$ cat src/rtl/csr_indirect_bridge.sv
module csr_indirect_bridge #(
  parameter int LAT = 3,
  parameter logic [7:0] IDLE_STAT = 8'hF8
) (
  input  logic        clk,
  input  logic        rst_n,
  input  logic        csr_wr,
  input  logic [63:0] csr_wdata,
  output logic [63:0] csr_rdata,
  input  logic        stat_ld,
  input  logic [7:0]  stat_in,
  output logic [7:0]  data_q,
  output logic [7:0]  ctl_q,
  output logic [7:0]  clkctl_q,
  output logic        wr_stb,
  output logic        rd_stb,
  output logic [2:0]  acc_sel,
  output logic        soft_rst
);
  localparam int CW = (LAT > 1) ? $clog2(LAT) : 1;

  logic [63:0] cmd_q;
  logic        busy, ovr;
  logic [CW-1:0] cnt;
  logic [7:0]  stat_q, rd_byte;

  wire        accept = csr_wr && !busy;
  wire        is_ext = csr_wdata[60:57] == 4'd6;
  wire [2:0]  sel    = cmd_q[34:32];
  wire        is_rd  = cmd_q[56];

  assign csr_rdata = {busy, ovr, cmd_q[61:0]};

  always_comb begin
    case (sel)
      3'd1:    rd_byte = data_q;
      3'd2:    rd_byte = ctl_q;
      3'd3:    rd_byte = stat_q;
      default: rd_byte = 8'h00;
    endcase
  end

  always_ff @(posedge clk) begin
    if (!rst_n) begin
      cmd_q    <= '0;
      busy     <= 1'b0;
      ovr      <= 1'b0;
      cnt      <= '0;
      stat_q   <= IDLE_STAT;
      data_q   <= '0;
      ctl_q    <= '0;
      clkctl_q <= '0;
      wr_stb   <= 1'b0;
      rd_stb   <= 1'b0;
      acc_sel  <= '0;
      soft_rst <= 1'b0;
    end else begin
      wr_stb   <= 1'b0;
      rd_stb   <= 1'b0;
      soft_rst <= 1'b0;
      if (stat_ld) stat_q <= stat_in;
      if (csr_wr && busy) ovr <= 1'b1;
      if (accept) begin
        cmd_q <= is_ext ? csr_wdata : {csr_wdata[63:8], 8'h00};
        busy  <= is_ext;
        cnt   <= CW'(LAT - 1);
      end else if (busy) begin
        if (cnt == '0) begin
          busy    <= 1'b0;
          acc_sel <= sel;
          if (is_rd) begin
            cmd_q[7:0] <= rd_byte;
            rd_stb     <= 1'b1;
          end else begin
            wr_stb <= 1'b1;
            case (sel)
              3'd1: data_q   <= cmd_q[7:0];
              3'd2: ctl_q    <= cmd_q[7:0];
              3'd3: clkctl_q <= cmd_q[7:0];
              3'd7: begin
                data_q   <= '0;
                ctl_q    <= '0;
                stat_q   <= IDLE_STAT;
                soft_rst <= 1'b1;
              end
              default: ;
            endcase
          end
        end else begin
          cnt <= cnt - 1'b1;
        end
      end
    end
  end
endmodule

$ cat config.mk
export PLATFORM = sky130hd
export DESIGN_NAME = csr_indirect_bridge
export DESIGN_NICKNAME = d
export VERILOG_FILES = /design/src/rtl/csr_indirect_bridge.sv
export SDC_FILE = /design/constraint.sdc
export NUM_CORES = 1
export LEC_CHECK = 0
export BUFFER_PORTS_ARGS = -buffer_cell sky130_fd_sc_hd__buf_2
export CORE_UTILIZATION = 50
export DETAILED_ROUTE_END_ITERATION = 8
export HOLD_SLACK_MARGIN = 0.12
export PLACE_DENSITY = 0.82
export SYNTH_ARGS = -nofsm -noshare
export SYNTH_HDL_FRONTEND = slang
export SYNTH_SLANG_ARGS = --single-unit
$ cat constraint.sdc
create_clock -name clk -period 3.2 [get_ports clk]
set_clock_uncertainty 0.2 [all_clocks]
set_input_delay 0.16 -clock clk [delete_from_list [all_inputs] [get_ports clk]]
set_output_delay 0.16 -clock clk [all_outputs]
set_load 0.03 [all_outputs]
==> reports/metrics.csv <==
metric,value,unit
routed length per instance,16.0,µm
largest cells by area after synthesis,"dfxtp_1 54%, nand2_1 14%, a21oi_1 7.8%",
HPWL after detailed placement,7140,µm
reg2reg setup slack,0.18,ns
Post-synth top flop,dfxtp_1,
power per cell area,468,nW/µm²
GPL Wtd Cong,0.812,
"EDFF count, synth",0,
fin util,0.799,
Worst Hold Depth,2,
max incr delay on CP,0.56,ns
Slew @ Worst Pin,0.795,ns
Synth area leader,dfxtp_1,
first-pass GRT wire length,19000,µm
clock sink count,104,
vias in the first global route,4105,
number of top-level pins,170,
"Data required, critical path",3.31,ns
Leakage Power,2.66,nW
Worst-Skew Late Latency,0.37,ns
Mapped Area,3830,µm²
WL final,12600,µm
register area share after synthesis,0.544,
drt pass-1 iters,5,
antenna violations before repair,0,
crit path capture type,flop,
row cnt,31,
fin nets,762,
root buffer cell,clkbuf_8,
post-route minimum period,3.02,ns
period utilization,0.945,
Starting Density,0.522,
Area Overhead vs Synth,53.1,%
Relative slew margins,0.468,
Synth top cells by count,"139 x nand2_1, 104 x dfxtp_1, 60 x a21oi_1",
CTS max path bufs,2,
Hold/Removal Path Class,flop to flop,
path type of the worst setup path,flop to flop,
max-cap violation count,0,
Setup TNS Final,0,ns
Fillers,459,
status,"complete, no violations",
antenna-violating nets left,0,
GR Util All Layers,0.313,
CP Data Arrival Time,3.13,ns
Worst VDD drop,0.344,mV
hold_ws,0.258,ns
Core Area,7330,µm²
RSZ-0062 raised after global routing,false,
drt drc,0,
final-report hold violation count,0,
drt first-iter violations,151,
layout cells sized above 1,0.284,
vias per cell,5.33,
Critical R2R Capture,cmd_q[5]$_SDFFE_PN0P_,
Hold Path Origin,cmd_q[23]$_SDFFE_PN0P_,
cell count after synthesis,442,
"Slew Viols, Final",0,
"count leader, synth",nand2_1,
CTS tree,done,
cell count of the worst reg-to-reg path,8,
largest net degree at the start of global routing,56,
via count,4212,
number of buffers created by CTS,9,
post-CTS setup buffer count,0,
critical path peak fanout,19,
Die Y,89.5,µm
crit path launch type,flop,
Yosys reg bits,104,
Final WS setup,0.177,ns
IO buf count,167,
Antenna diodes,0,
Highest Signal Layer,met4,
launching point of the worst reg2reg path,busy$_SDFF_PN0_,
DR WL met3,941,µm
CTS H-tree depth,3,
asr flop ratio synth,0,
post-synth cell types,28,
Mapped Nets,518,
slowest CP cell,dlygate4sd3_1,
Die Span X,89.5,µm
routed wl met2,6370,µm
average cell area after synthesis,8.66,µm²
fmax,331,MHz
Synth Warn #,0,
Setup Slack @ Placement,1.12,ns
GRT overflow,0,
Die ar.,8010,µm²
Worst-path clk slew,0.11,ns
worst path cell trace,"nand2b_4, buf_4, nor4_2, buf_4, nand2_1, dlygate4sd3_1, a31oi_1, dlygate4sd3_1",
setup violators final,0,
Worst Hold End,cmd_q[23]$_SDFFE_PN0P_,
top-area cell type share of the netlist area,0.544,
DRT met1 WL,4870,µm
[sequential cells by signal (all words and copies together), names as in the netlist]
register / cells
ovr: 1
cnt: 2
soft_rst: 1
data_q: 8
stat_q: 8
busy: 1
cmd_q: 62
rd_stb: 1
wr_stb: 1
clkctl_q: 8
acc_sel: 3
ctl_q: 8
[report_power, final]
part           switching (W)  total [W]  internal, W
Clock               0.000473   0.000923     0.000450
Combinational       0.000243   0.000430     0.000187
Sequential         0.0000423    0.00139      0.00135
Total               0.000758    0.00274      0.00198
[cells in the final DEF (no fill, tap or decap), types with 2 or more instances in the layout]
master	synthesis	routed
o21ai_0	20	20
a2bb2oi_1	8	8
a22o_1	16	16
buf_4	2	6
nand2_1	139	139
nor2_1	10	10
buf_2	6	167
dlygate4sd3_1	0	92
xnor2_1	2	2
dfxtp_1	104	104
a21oi_1	60	60
clkbuf_8	0	9
mux2i_1	16	16
bufinv_16	0	2
o21a_1	2	2
a31oi_1	10	10
clkinvlp_4	0	2
nand3_1	9	9
[kinds of logic (layout without fill, tap and decap cells)]
group | count (synthesis) | in the layout | share of synthesized area
DFF | 104 | 104 | 0.544
AOI/OAI and AO/OA | 116 | 116 | 0.180
buffers and inverters | 33 | 282 | 0.0363
and+or+nand+nor | 171 | 171 | 0.194
muxes | 16 | 16 | 0.0418
xor gates and xnor gates | 2 | 2 | 0.00458
[worst max-delay path by stage]
stage                      startpoint                        to  depth (start not counted)
3_3_place_gp          busy$_SDFF_PN0_     cmd_q[6]$_SDFFE_PN0P_                          6
2_1_floorplan  cmd_q[32]$_SDFFE_PN0P_  clkctl_q[5]$_SDFFE_PN0P_                          6
5_1_grt               busy$_SDFF_PN0_     cmd_q[5]$_SDFFE_PN0P_                          8
4_1_cts               busy$_SDFF_PN0_     cmd_q[3]$_SDFFE_PN0P_                          8
6_report              busy$_SDFF_PN0_     cmd_q[5]$_SDFFE_PN0P_                          8
3_5_place_dp          busy$_SDFF_PN0_    cmd_q[10]$_SDFFE_PN0P_                          5
[through the flow]
| stage | std cells | cell area (µm²) | total power, W |
|---|---|---|---|
| floorplan | 442 | 3830 | 0.00162 |
| global placement | 682 | 4710 | 0.00173 |
| detailed placement | 682 | 4710 | 0.00174 |
| CTS | 790 | 5860 | 0.00273 |
| global route | 790 | 5860 | 0.00283 |
| finish | 790 | 5860 | 0.00274 |
[layer usage]
metal / up-vias / global-route usage
li1: 1983 / -
met4: 0 / 0.166
met2: 226 / 0.570
met5: - / 0
met3: 51 / 0.0729
met1: 1952 / 0.336
[critical path: cells and delay by family, from the launching register on]
kind                   cells  cell delay, ns
buffers and inverters      4            1.56
and+or+nand+nor            3            0.61
DFF                        1            0.43
AOI/OAI and AO/OA          1            0.15
[cell type report]
| type | instances | area [µm²] | share of cell area |
|---|---|---|---|
| Sequential cell | 104 | 2080 | 0.355 |
| Timing Repair Buffer | 265 | 1800 | 0.307 |
| Multi-Input combinational cell | 305 | 1620 | 0.277 |
| Clock buffer | 9 | 124 | 0.0211 |
| Tap cell | 99 | 124 | 0.0211 |
| Clock inverter | 7 | 104 | 0.0177 |
| Inverter | 1 | 3.75 | 0.000640 |
[what timing repair did]
| action | CTS | global route |
|---|---|---|
| hold endpoints to repair | 84 | 0 |
| setup endpoints to repair | 0 | 4 |
| resized for setup | 0 | 1 |
| hold buffers | 92 | 0 |
Power figures use the tool's default switching activity.
